===== src/rtl/dcd_pkg.sv =====
package dcd_pkg;
    typedef enum logic [0:0] {
        ST_IDLE = 1'b0,
        ST_RUN  = 1'b1
    } run_state_e;
endpackage


===== src/rtl/dcd_ctrl.sv =====
module dcd_ctrl
    import dcd_pkg::*;
(
    input  logic clk_i,
    input  logic rst_ni,
    input  logic run_i,
    input  logic load_i,
    output logic run_act_o,
    output logic load_ok_o,
    output logic load_err_o
);
    run_state_e state_q, state_d;
    logic       err_q;

    // next-state: T_START / T_STOP
    always_comb begin
        state_d = state_q;
        unique case (state_q)
            ST_IDLE: if (run_i)  state_d = ST_RUN;
            ST_RUN:  if (!run_i) state_d = ST_IDLE;
            default: state_d = ST_IDLE;
        endcase
    end

    always_ff @(posedge clk_i or negedge rst_ni) begin
        if (!rst_ni) state_q <= ST_IDLE;
        else         state_q <= state_d;
    end

    always_ff @(posedge clk_i or negedge rst_ni) begin
        if (!rst_ni) err_q <= 1'b0;
        else         err_q <= load_i && (state_q == ST_RUN);
    end

    // outputs
    always_comb begin
        run_act_o  = 1'b0;
        load_ok_o  = 1'b0;
        unique case (state_q)
            ST_IDLE: load_ok_o = load_i;
            ST_RUN:  run_act_o = 1'b1;
            default: ;
        endcase
        load_err_o = err_q;
    end

    AST_ERR_ONLY_AFTER_RUN_LOAD: assert property (@(posedge clk_i) disable iff (!rst_ni)
        load_err_o |-> $past(load_i) && $past(run_act_o));
    AST_RUN_FOLLOWS_BIT: assert property (@(posedge clk_i) disable iff (!rst_ni)
        run_i |=> run_act_o);
endmodule


===== src/rtl/dcd_counter.sv =====
module dcd_counter #(
    parameter int CNT_W = 4
) (
    input  logic             clk_i,
    input  logic             rst_ni,
    input  logic             cnt_en_i,
    input  logic             load_i,
    input  logic [CNT_W-1:0] load_val_i,
    output logic             uf_o
);
    localparam logic [CNT_W-1:0] ZERO = '0;
    localparam logic [CNT_W-1:0] ONE  = {{(CNT_W-1){1'b0}}, 1'b1};

    logic [CNT_W-1:0] cnt_q, rld_q;
    logic             at_zero;

    assign at_zero = (cnt_q == ZERO);
    assign uf_o    = cnt_en_i && at_zero;

    always_ff @(posedge clk_i or negedge rst_ni) begin
        if (!rst_ni) begin
            cnt_q <= ZERO;
            rld_q <= ZERO;
        end else if (load_i) begin
            cnt_q <= load_val_i;
            rld_q <= load_val_i;
        end else if (cnt_en_i) begin
            cnt_q <= at_zero ? rld_q : cnt_q - ONE;
        end
    end

    AST_LOAD_BOTH: assert property (@(posedge clk_i) disable iff (!rst_ni)
        load_i |=> (cnt_q == rld_q));
    AST_RELOAD_ON_ZERO: assert property (@(posedge clk_i) disable iff (!rst_ni)
        (cnt_en_i && !load_i && at_zero) |=> (cnt_q == $past(rld_q)));
    AST_STEP_DOWN: assert property (@(posedge clk_i) disable iff (!rst_ni)
        (cnt_en_i && !load_i && !at_zero) |=> (cnt_q == $past(cnt_q) - ONE));
    AST_HOLD_WITHOUT_PULSE: assert property (@(posedge clk_i) disable iff (!rst_ni)
        (!cnt_en_i && !load_i) |=> $stable(cnt_q) && $stable(rld_q));
endmodule


===== src/rtl/dcd_toggle.sv =====
module dcd_toggle (
    input  logic clk_i,
    input  logic rst_ni,
    input  logic uf_i,
    input  logic run_act_i,
    output logic out_o
);
    logic out_q;

    always_ff @(posedge clk_i or negedge rst_ni) begin
        if (!rst_ni)   out_q <= 1'b0;
        else if (uf_i) out_q <= ~out_q;
    end

    assign out_o = out_q;

    AST_HOLD_STOPPED: assert property (@(posedge clk_i) disable iff (!rst_ni)
        !run_act_i |=> $stable(out_o));
    AST_FLIP_ON_UF: assert property (@(posedge clk_i) disable iff (!rst_ni)
        uf_i |=> (out_o != $past(out_o)));
endmodule


===== src/rtl/dispclk_divider.sv =====
module dispclk_divider #(
    parameter int CNT_W = 4
) (
    input  logic             clk_i,
    input  logic             rst_ni,
    input  logic             load_i,
    input  logic [CNT_W-1:0] load_val_i,
    input  logic             src_sel_i,
    input  logic             run_i,
    input  logic             src_a_en_i,
    input  logic             src_b_en_i,
    output logic             clk_out_o,
    output logic             load_err_o
);
    logic run_act, load_ok, pulse, cnt_en, uf;

    assign pulse  = src_sel_i ? src_b_en_i : src_a_en_i;
    assign cnt_en = run_act && pulse;

    dcd_ctrl u_ctrl (
        .clk_i      (clk_i),
        .rst_ni     (rst_ni),
        .run_i      (run_i),
        .load_i     (load_i),
        .run_act_o  (run_act),
        .load_ok_o  (load_ok),
        .load_err_o (load_err_o)
    );

    dcd_counter #(.CNT_W(CNT_W)) u_cnt (
        .clk_i      (clk_i),
        .rst_ni     (rst_ni),
        .cnt_en_i   (cnt_en),
        .load_i     (load_ok),
        .load_val_i (load_val_i),
        .uf_o       (uf)
    );

    dcd_toggle u_tog (
        .clk_i     (clk_i),
        .rst_ni    (rst_ni),
        .uf_i      (uf),
        .run_act_i (run_act),
        .out_o     (clk_out_o)
    );

    AST_NO_LOAD_WHILE_RUN: assert property (@(posedge clk_i) disable iff (!rst_ni)
        (load_i && run_act) |=> load_err_o);
endmodule


===== config.mk =====
export PLATFORM = sky130hd
export DESIGN_NAME = dispclk_divider
export DESIGN_NICKNAME = d
export VERILOG_FILES = /design/src/rtl/dcd_pkg.sv /design/src/rtl/dcd_ctrl.sv /design/src/rtl/dcd_counter.sv /design/src/rtl/dcd_toggle.sv /design/src/rtl/dispclk_divider.sv
export SDC_FILE = /design/constraint.sdc
export NUM_CORES = 1
export LEC_CHECK = 0
export ABC_AREA = 1
export BUFFER_PORTS_ARGS = -buffer_cell sky130_fd_sc_hd__buf_2
export CAP_MARGIN = 20
export CORE_AREA = 5 5 42 44
export CTS_BUF_LIST = sky130_fd_sc_hd__clkbuf_8
export DETAILED_ROUTE_END_ITERATION = 16
export DIE_AREA = 0 0 47 49
export HOLD_SLACK_MARGIN = 0.15
export PLACE_DENSITY = 0.67
export RECOVER_POWER = 25
export SYNTH_ARGS = -nofsm -noshare
export SYNTH_HDL_FRONTEND = slang
export SYNTH_SLANG_ARGS = --single-unit
export TNS_END_PERCENT = 10

===== constraint.sdc =====
create_clock -name clk_i -period 1.5 [get_ports clk_i]
set_input_delay 0.225 -clock clk_i [delete_from_list [all_inputs] [get_ports clk_i]]
set_output_delay 0.225 -clock clk_i [all_outputs]
set_load 0.02 [all_outputs]

==> results.tsv, run 1 <==
metric	value	unit
status	completed	
first-pass GRT wire length	1.96	mm
synthesized area	583	sq um
Area growth, synth to finish	22.7	%
Mapped Cells	78	
final net count	108	
post-synthesis sequential area ratio	0.472	
DR DRC count	0	
vias in the first global route	464	
drt wl/cell	10.1	um
Via Count	528	
clock power share	0.264	
Flop pwr share	0.402	
count of cell types in the netlist	14	
Setup CP Type	flop to flop	
YS warnings	0	
final worst path period share	0.871	
Setup TNS	0	ns
CP Capture Type	flop	
deepest clock path buffer count	2	
Crit Path Max Fanout	5	
worst vdd ir	960	uV
Final Hold Viols	0	
Hold Path Stages	3	
LEAKAGE	0.421	nW
Layout Skew	0.00169	ns
Area contributors post-synth	dfrtp_1, nand2_1, inv_1	
drt total wl	1.12	mm
fmax	0.766	GHz
dpl hpwl	850	um
Critical Path Source Type	flop	
Final Wtd Congestion	0.784	
slew at the pin closest to its max-slew limit	0.582	ns
Pint	0.692	mW
launch point of the worst hold path	load_i	
Cell Rows	14	
hold endpoint	u_ctrl.load_err_o	
IO buf count	12	
depth of the most critical reg-to-reg path	9	
Required @ worst endpoint	1.63	ns
Clock Sinks	11	
Yosys top cell by area	dfrtp_1	
RSZ-0062 raised after global routing	false	
RR Endpoint	u_cnt.cnt_q[1]	
Comb pwr share	0.333	
Mapped Nets	90	
hold crit path type	primary input to flop	
Diodes inserted	0	
Mapped Avg Cell Area	7.48	sq um
flop2flop setup slack	0.19	ns
worst r2r src	u_cnt.cnt_q[0]	
Rel. slew slack	0.612	
Sw Share	0.363	
CTS Root Cell	clkbuf_8	
setup bufs post-CTS	0	
Seq cells post-synth	11	
Die W	47	um
CTS Buf Count	3	
minimum clock period	1.31	ns
vias per cell	4.76	
num ports	13	
CTS HTree Levels	1	
die area	2300	sq um
initial core utilization	0.416	
Net Sw Power	0.393	mW
antenna violations before repair	0	
worst skew pair latency	0.24	ns
Post-CTS Resized	0	
maxcap violations	0	
Critical Path AT	1.43	ns
Max Transition Viols Final	0	
largest net degree at the start of global routing	12	
final setup violation count	0	
total power	1.08	mW
core footprint	1400	sq um
area share of the largest cell type after synthesis	0.472	
total track usage	0.117	
# hold bufs at CTS	2	
setup ws final	0.194	ns
DIE HEIGHT	49	um
Clock transition at path regs	0.05	ns
gr ovfl total	0	
share of cells above drive strength 1	0.200	
PD cells	1520	nW/um^2
pre-CTS setup slack	0.207	ns
antenna viol nets, final	0	
DRT Pass-1 Iters	4	
CTS tree	yes	
initial drt markers	9	
-- final cells by class --
type / instances / area [sq um]
Fill cell: 146 / 686
Tap cell: 16 / 20.0
Clock buffer: 3 / 41.3
Sequential cell: 11 / 275
Clock inverter: 1 / 3.75
Multi-Input combinational cell: 51 / 240
Timing Repair Buffer: 14 / 78.8
Inverter: 15 / 56.3
-- critical path: stages (launching register included) --
cell,delay [ns]
dfrtp_1,0.39
inv_1,0.10
ha_1,0.15
inv_1,0.08
nor2_4,0.13
nand3_1,0.09
nand3_1,0.09
nand2_1,0.06
nand2_1,0.06
nand2_1,0.05
-- cells in the mapped netlist --
cell type  count
nand2_1       26
inv_1         14
dfrtp_1       11
nand3_1       10
o21ai_0        4
nor2_1         3
a21oi_1        2
nand2_2        2
buf_6          1
ha_1           1
inv_2          1
nor2_2         1
nor2_4         1
xor2_1         1
-- sequential cells by signal, summed over array words and instances, names as in the netlist --
register and cells:
u_cnt.rld_q 4, u_cnt.cnt_q 4, u_tog.out_o 1, u_ctrl.load_err_o 1, u_ctrl.state_q 1
-- power by group through the flow --
stage	clock network, mW	logic (mW)	registers [mW]
5_1_grt	0.314	0.424	0.448
2_1_floorplan	0	0.264	0.445
6_report	0.287	0.362	0.436
4_1_cts	0.294	0.364	0.437
3_5_place_dp	0	0.358	0.441
3_3_place_gp	0	0.353	0.441
-- cells in the final DEF, fill, tap and decap left out --
cell type       n
nand3_1        10
clkbuf_8        3
buf_2          11
dlygate4sd3_1   2
o21ai_0         4
xor2_1          1
nand2_2         2
ha_1            1
clkbuf_1        1
nor2_4          1
inv_1          15
inv_2           1
dfrtp_1        11
nor2_1          3
a21oi_1         2
nand2_1        26
nor2_2          1
-- how the worst max path moves through the flow --
stage                         startpoint             end
after floorplan           u_cnt.cnt_q[0]  u_cnt.cnt_q[1]
after global placement    u_cnt.cnt_q[0]  u_cnt.cnt_q[0]
after detailed placement  u_cnt.cnt_q[0]  u_cnt.cnt_q[1]
after CTS                 u_cnt.cnt_q[0]  u_cnt.cnt_q[1]
after global routing      u_cnt.cnt_q[0]  u_cnt.cnt_q[1]
final                     u_cnt.cnt_q[0]  u_cnt.cnt_q[1]
-- metal layers --
metal  up-vias  GRT usage  part of all wire
li1        270          -                 -
met1       242      0.169              0.49
met2        12      0.156              0.46
met3         4     0.0332             0.025
met4         0     0.0553             0.021
met5         -          0                 0
-- logic make-up (layout without fill, tap and decap cells) --
family,count (synthesis),in the layout,share of synthesized area
AND/OR/NAND/NOR,43,43,0.324
buffers and inverters,16,33,0.116
flip-flops,11,11,0.472
AO/OA/AOI/OAI,6,6,0.0515
adder cells (fa/ha/maj),1,1,0.0215
XOR/XNOR,1,1,0.0150
-- per-stage QoR --
step | hold slack [ns] | util | instance area [sq um] | std cells
6_report | 0.207 | 0.511 | 716 | 111
5_1_grt | 0.227 | 0.511 | 716 | 111
4_1_cts | 0.208 | 0.512 | 717 | 111
3_5_place_dp | 0.110 | 0.465 | 652 | 105
3_3_place_gp | 0.106 | 0.465 | 652 | 105
2_1_floorplan | -0.0706 | - | 583 | 78
Note: power is estimated with default switching activity, not from simulation.
==> run 2, diff against run 1 <==
Settings changed: RECOVER_POWER 25 to not set.
==> run 2 against run 1 <==
Via count rose by 0.38%. Sequential cell count did not move. Die area did not move. Critical path depth rose by 1. Final cell count did not move. Non-clock buffer count did not move. Maximum frequency rose by 0.11%. Core utilization rose by 0.089 points. Sequential power barely moved. Wire length rose by 0.63%. Clock power barely moved. Critical path type unchanged. Largest cell class unchanged.
==> results.tsv, run 2 (synthesis results as in run 1) <==
metric	value	unit
initial drt markers	9	
drt total wl	1.12	mm
RR Endpoint	u_cnt.cnt_q[1]	
DR DRC count	0	
final net count	108	
DRT Pass-1 Iters	4	
Clock Sinks	11	
first-pass GRT wire length	1.96	mm
Cell Rows	14	
Filler cells	145	
antenna violations before repair	0	
worst vdd ir	961	uV
antenna viol nets, final	0	
Diodes inserted	0	
Die W	47	um
Setup CP Type	flop to flop	
area of the multi-input gates	240	sq um
share of cells above drive strength 1	0.211	
gr ovfl total	0	
num ports	13	
Via Count	530	
CP Cell Sequence	inv_1 -> ha_1 -> inv_1 -> nor2_4 -> nand2_2 -> nand2_1 -> nand3_1 -> nand2_1 -> nand2_1 -> nand2_1	
maxcap violations	0	
LEAKAGE	0.423	nW
worst r2r src	u_cnt.cnt_q[0]	
vias in the first global route	464	
Crit Path Max Fanout	5	
dpl hpwl	850	um
depth of the most critical reg-to-reg path	10	
CP most frequent cell	nand2_1	
hold crit path type	primary input to flop	
CTS tree	yes	
minimum clock period	1.30	ns
hold endpoint	u_ctrl.load_err_o	
final setup violation count	0	
Placed Cells incl. Taps	105	
deepest clock path buffer count	2	
slew at the pin closest to its max-slew limit	0.246	ns
fin cells	111	
initial core utilization	0.416	
Post-CTS Resized	0	
total power	1.09	mW
final worst path period share	0.870	
launch point of the worst hold path	load_i	
vias per cell	4.77	
most common cell after layout, fill and taps aside	nand2_1	
status	completed	
die area	2300	sq um
RSZ-0062 raised after global routing	false	
Setup TNS	0	ns
Largest regs	u_cnt.cnt_q (4), u_cnt.rld_q (4)	
Hold Path Stages	3	
CTS HTree Levels	1	
flop2flop setup slack	0.20	ns
Clock transition at path regs	0.05	ns
storage element area	275	sq um
Max Transition Viols Final	0	
Layout Skew	0.00183	ns
Area growth, synth to finish	23.0	%
Final Hold Viols	0	
Critical Path AT	1.48	ns
total track usage	0.117	
Rel. slew slack	0.836	
core footprint	1400	sq um
Post-Route Utilization	0.512	
CTS Root Cell	clkbuf_8	
worst skew pair latency	0.24	ns
PD cells	1510	nW/um^2
CTS Buf Count	3	
Crit-path slowest cell	dfrtp_1	
DIE HEIGHT	49	um
largest net degree at the start of global routing	12	
IO buf count	12	
CP Capture Type	flop	
Final Wtd Congestion	0.784	
leading cell types in the layout, fill and taps excluded	nand2_1, inv_1, buf_2	
fmax	0.767	GHz
drt wl/cell	10.1	um
Critical Path Source Type	flop	
Worst path max stage delay	0.39	ns
Required @ worst endpoint	1.68	ns
-- run 2: cell count changes in the layout (fill, tap and decap cells not counted) --
cell / delta
clkbuf_1: -1
buf_2: +1
-- run 2: per-layer routing --
metal | track usage | up-vias | part of all wire
met3 | 0.0332 | 4 | 0.032
met4 | 0.0553 | 0 | 0.021
met5 | 0 | - | 0
met1 | 0.169 | 243 | 0.48
li1 | - | 269 | -
met2 | 0.156 | 14 | 0.46
-- run 2: layout make-up --
class / instances / share of cell area
Sequential cell: 11 / 0.384
Multi-Input combinational cell: 51 / 0.335
Timing Repair Buffer: 14 / 0.112
Inverter: 15 / 0.0785
Clock buffer: 3 / 0.0576
Tap cell: 16 / 0.0279
Clock inverter: 1 / 0.00524
-- run 2: how the worst max path moves through the flow --
| stage | start | to | slack (ns) | depth (start not counted) |
|---|---|---|---|---|
| after floorplan | u_cnt.cnt_q[0] | u_cnt.cnt_q[1] | 0.34 | 9 |
| after global placement | u_cnt.cnt_q[0] | u_cnt.cnt_q[0] | 0.25 | 10 |
| after detailed placement | u_cnt.cnt_q[0] | u_cnt.cnt_q[1] | 0.21 | 10 |
| after CTS | u_cnt.cnt_q[0] | u_cnt.cnt_q[1] | 0.20 | 10 |
| after global routing | u_cnt.cnt_q[0] | u_cnt.cnt_q[1] | 0.06 | 10 |
| final | u_cnt.cnt_q[0] | u_cnt.cnt_q[1] | 0.20 | 10 |
-- run 2: worst max-delay path: cells and delay by family, from the launching register on --
family,cells,cell delay (ns)
fa+ha+maj,1,0.15
buf+inv,2,0.18
flops,1,0.39
simple gates,7,0.52
-- run 2: report_power, final --
group / total [mW] / switching (mW) / internal [mW]
Combinational: 0.362 / 0.222 / 0.140
Clock: 0.288 / 0.108 / 0.179
Sequential: 0.436 / 0.0636 / 0.373
-- run 2: timing repair --
action,CTS,global route
hold buffers,2,0
buffers inserted,0,0
hold endpoints to repair,12,0
-- run 2: through the flow --
| stage | worst slack [ns] | instance area [sq um] | hold slack, ns |
|---|---|---|---|
| 2_1_floorplan | 0.336 | 583 | -0.0706 |
| 3_3_place_gp | 0.245 | 652 | 0.106 |
| 3_5_place_dp | 0.207 | 652 | 0.110 |
| 4_1_cts | 0.195 | 717 | 0.208 |
| 5_1_grt | 0.0628 | 717 | 0.227 |
| 6_report | 0.196 | 717 | 0.207 |
==> run 3, diff against run 2 <==
Settings changed: PLACE_DENSITY 0.67 to 0.69.
Clock period 1.5 ns to 1.2 ns, I/O delays scaled along.
==> run 3 against run 2 <==
The run now ends with negative setup slack left. Global-route usage grew 0.29 points. Clock-buffer cell count is the same. Clock skew grew 0.0024 ns. Hold slack lost 0.048 ns. Power grew 44%. Wire length grew 4.9%. Register-to-register slack lost 0.20 ns. Core utilization grew 4.9 points. Combinational power grew 80%.
==> results.tsv, run 3 (synthesis results as in run 1) <==
metric	value	unit
status	complete, but fails checks	
failing checks	negative setup slack	
core footprint	1400	sq um
Die W	47	um
most common cell after layout, fill and taps aside	nand2_1	
DIE HEIGHT	49	um
Placed Cells incl. Taps	109	
final net count	115	
Via Count	533	
CTS HTree Levels	1	
gr ovfl total	0	
Worst path max stage delay	0.39	ns
pre-CTS setup slack	-0.0656	ns
DRT Pass-1 Iters	4	
final worst path period share	1.00	
largest net degree at the start of global routing	12	
dpl hpwl	896	um
CP Cell Sequence	inv_2 -> ha_4 -> inv_4 -> nor2_4 -> nand2_2 -> nor2_2 -> xor2_1	
RSZ-0062 raised after global routing	true	
Largest regs	u_cnt.cnt_q (4), u_cnt.rld_q (4)	
CTS Buf Count	3	
vias in the first global route	519	
fmax	0.829	GHz
Met1 Wirelength	506	um
top sig layer	met3	
drt wl/cell	9.99	um
slew at the pin closest to its max-slew limit	0.254	ns
Rel. slew slack	0.831	
num ports	13	
total track usage	0.120	
worst skew pair latency	0.24	ns
maxcap violations	0	
Crit-path slowest cell	dfrtp_1	
total power	1.56	mW
initial core utilization	0.416	
Clock transition at path regs	0.05	ns
CP Capture Type	flop	
hold crit path type	primary input to flop	
antenna violations before repair	0	
CTS Root Cell	clkbuf_8	
DR DRC count	0	
antenna viol nets, final	0	
Final Wtd Congestion	0.858	
Clock Sinks	11	
Critical Path Source Type	flop	
WHS	0.159	ns
met3 wire length	44	um
drt total wl	1.18	mm
final setup violation count	1	
Max Transition Viols Final	0	
initial drt markers	8	
Setup TNS	-0.00558	ns
Required @ worst endpoint	1.35	ns
die area	2300	sq um
PD cells	1990	nW/um^2
Critical Path AT	1.36	ns
Setup CP Type	flop to flop	
first-pass GRT wire length	2.11	mm
LEAKAGE	0.455	nW
CTS tree	yes	
leading cell types in the layout, fill and taps excluded	nand2_1, buf_2, inv_1, dfrtp_1, nand3_1	
share of cells above drive strength 1	0.314	
Area growth, synth to finish	34.8	%
Layout Skew	0.00421	ns
setup ws final	-0.00558	ns
deepest clock path buffer count	2	
Cell Rows	14	
Diodes inserted	0	
fin cells	118	
minimum clock period	1.21	ns
worst vdd ir	1200	uV
Crit Path Max Fanout	5	
IO buf count	12	
met2 WL	628	um
vias per cell	4.52	
Final Hold Viols	0	
-- run 3: changes by cell type in the layout (fill, tap and decap cells not counted) --
cell / change
inv_1: -4
inv_4: +1
inv_2: +2
ha_1: -1
ha_4: +1
buf_4: +7
clkinv_2: +1
-- run 3: cell type report --
type / instances / area (sq um)
Clock inverter: 1 / 5.00
Sequential cell: 11 / 275
Clock buffer: 3 / 41.3
Multi-Input combinational cell: 51 / 253
Tap cell: 16 / 20.0
Timing Repair Buffer: 21 / 133
Fill cell: 143 / 616
Inverter: 15 / 58.8
-- run 3: stage by stage --
step,util,cell area [sq um]
after floorplan,-,583
after global placement,0.487,682
after detailed placement,0.487,682
after CTS,0.561,786
after global routing,0.561,786
final,0.561,786
-- run 3: worst paths after layout --
check	from	endpoint	slack, ns	cells past startpoint
worst min-delay path	load_i	u_ctrl.load_err_o	0.16	3
worst min register to register	u_cnt.rld_q[2]	u_cnt.rld_q[2]	0.48	2
worst max-delay path	u_cnt.cnt_q[0]	u_tog.out_o	-0.006	7
max in group asynchronous	rst_ni	u_cnt.rld_q[2]	0.65	2
min in group asynchronous	rst_ni	u_cnt.cnt_q[3]	0.34	2
worst max register to register	u_cnt.cnt_q[0]	u_tog.out_o	-0.006	7
-- run 3: metal layers --
| metal | vias to the layer above | track usage |
|---|---|---|
| met5 | - | 0 |
| met4 | 0 | 0.0138 |
| met3 | 0 | 0.0369 |
| met2 | 7 | 0.199 |
| met1 | 241 | 0.154 |
| li1 | 285 | - |
-- run 3: worst max-delay path, delay by kind of cell, from the launching register on --
| kind | cells | cell delay (ns) |
|---|---|---|
| XOR/XNOR | 1 | 0.17 |
| adder cells (fa/ha/maj) | 1 | 0.14 |
| buffers and inverters | 2 | 0.13 |
| flip-flops | 1 | 0.39 |
| AND/OR/NAND/NOR | 3 | 0.30 |
-- run 3: timing repair --
| item | CTS | global route |
|---|---|---|
| setup buffers | 3 | 0 |
| resized for setup | 6 | 0 |
| pin swaps | 4 | 4 |
| endpoints found under the hold margin | 12 | 0 |
| hold buffers | 2 | 0 |
| setup endpoints to repair | 4 | 5 |
-- run 3: where the power goes --
part | switching [mW] | internal [mW] | leakage, nW
logic | 0.342 | 0.310 | 0.296
registers | 0.0782 | 0.465 | 0.134
clock network | 0.138 | 0.228 | 0.0255
total | 0.558 | 1.00 | 0.455
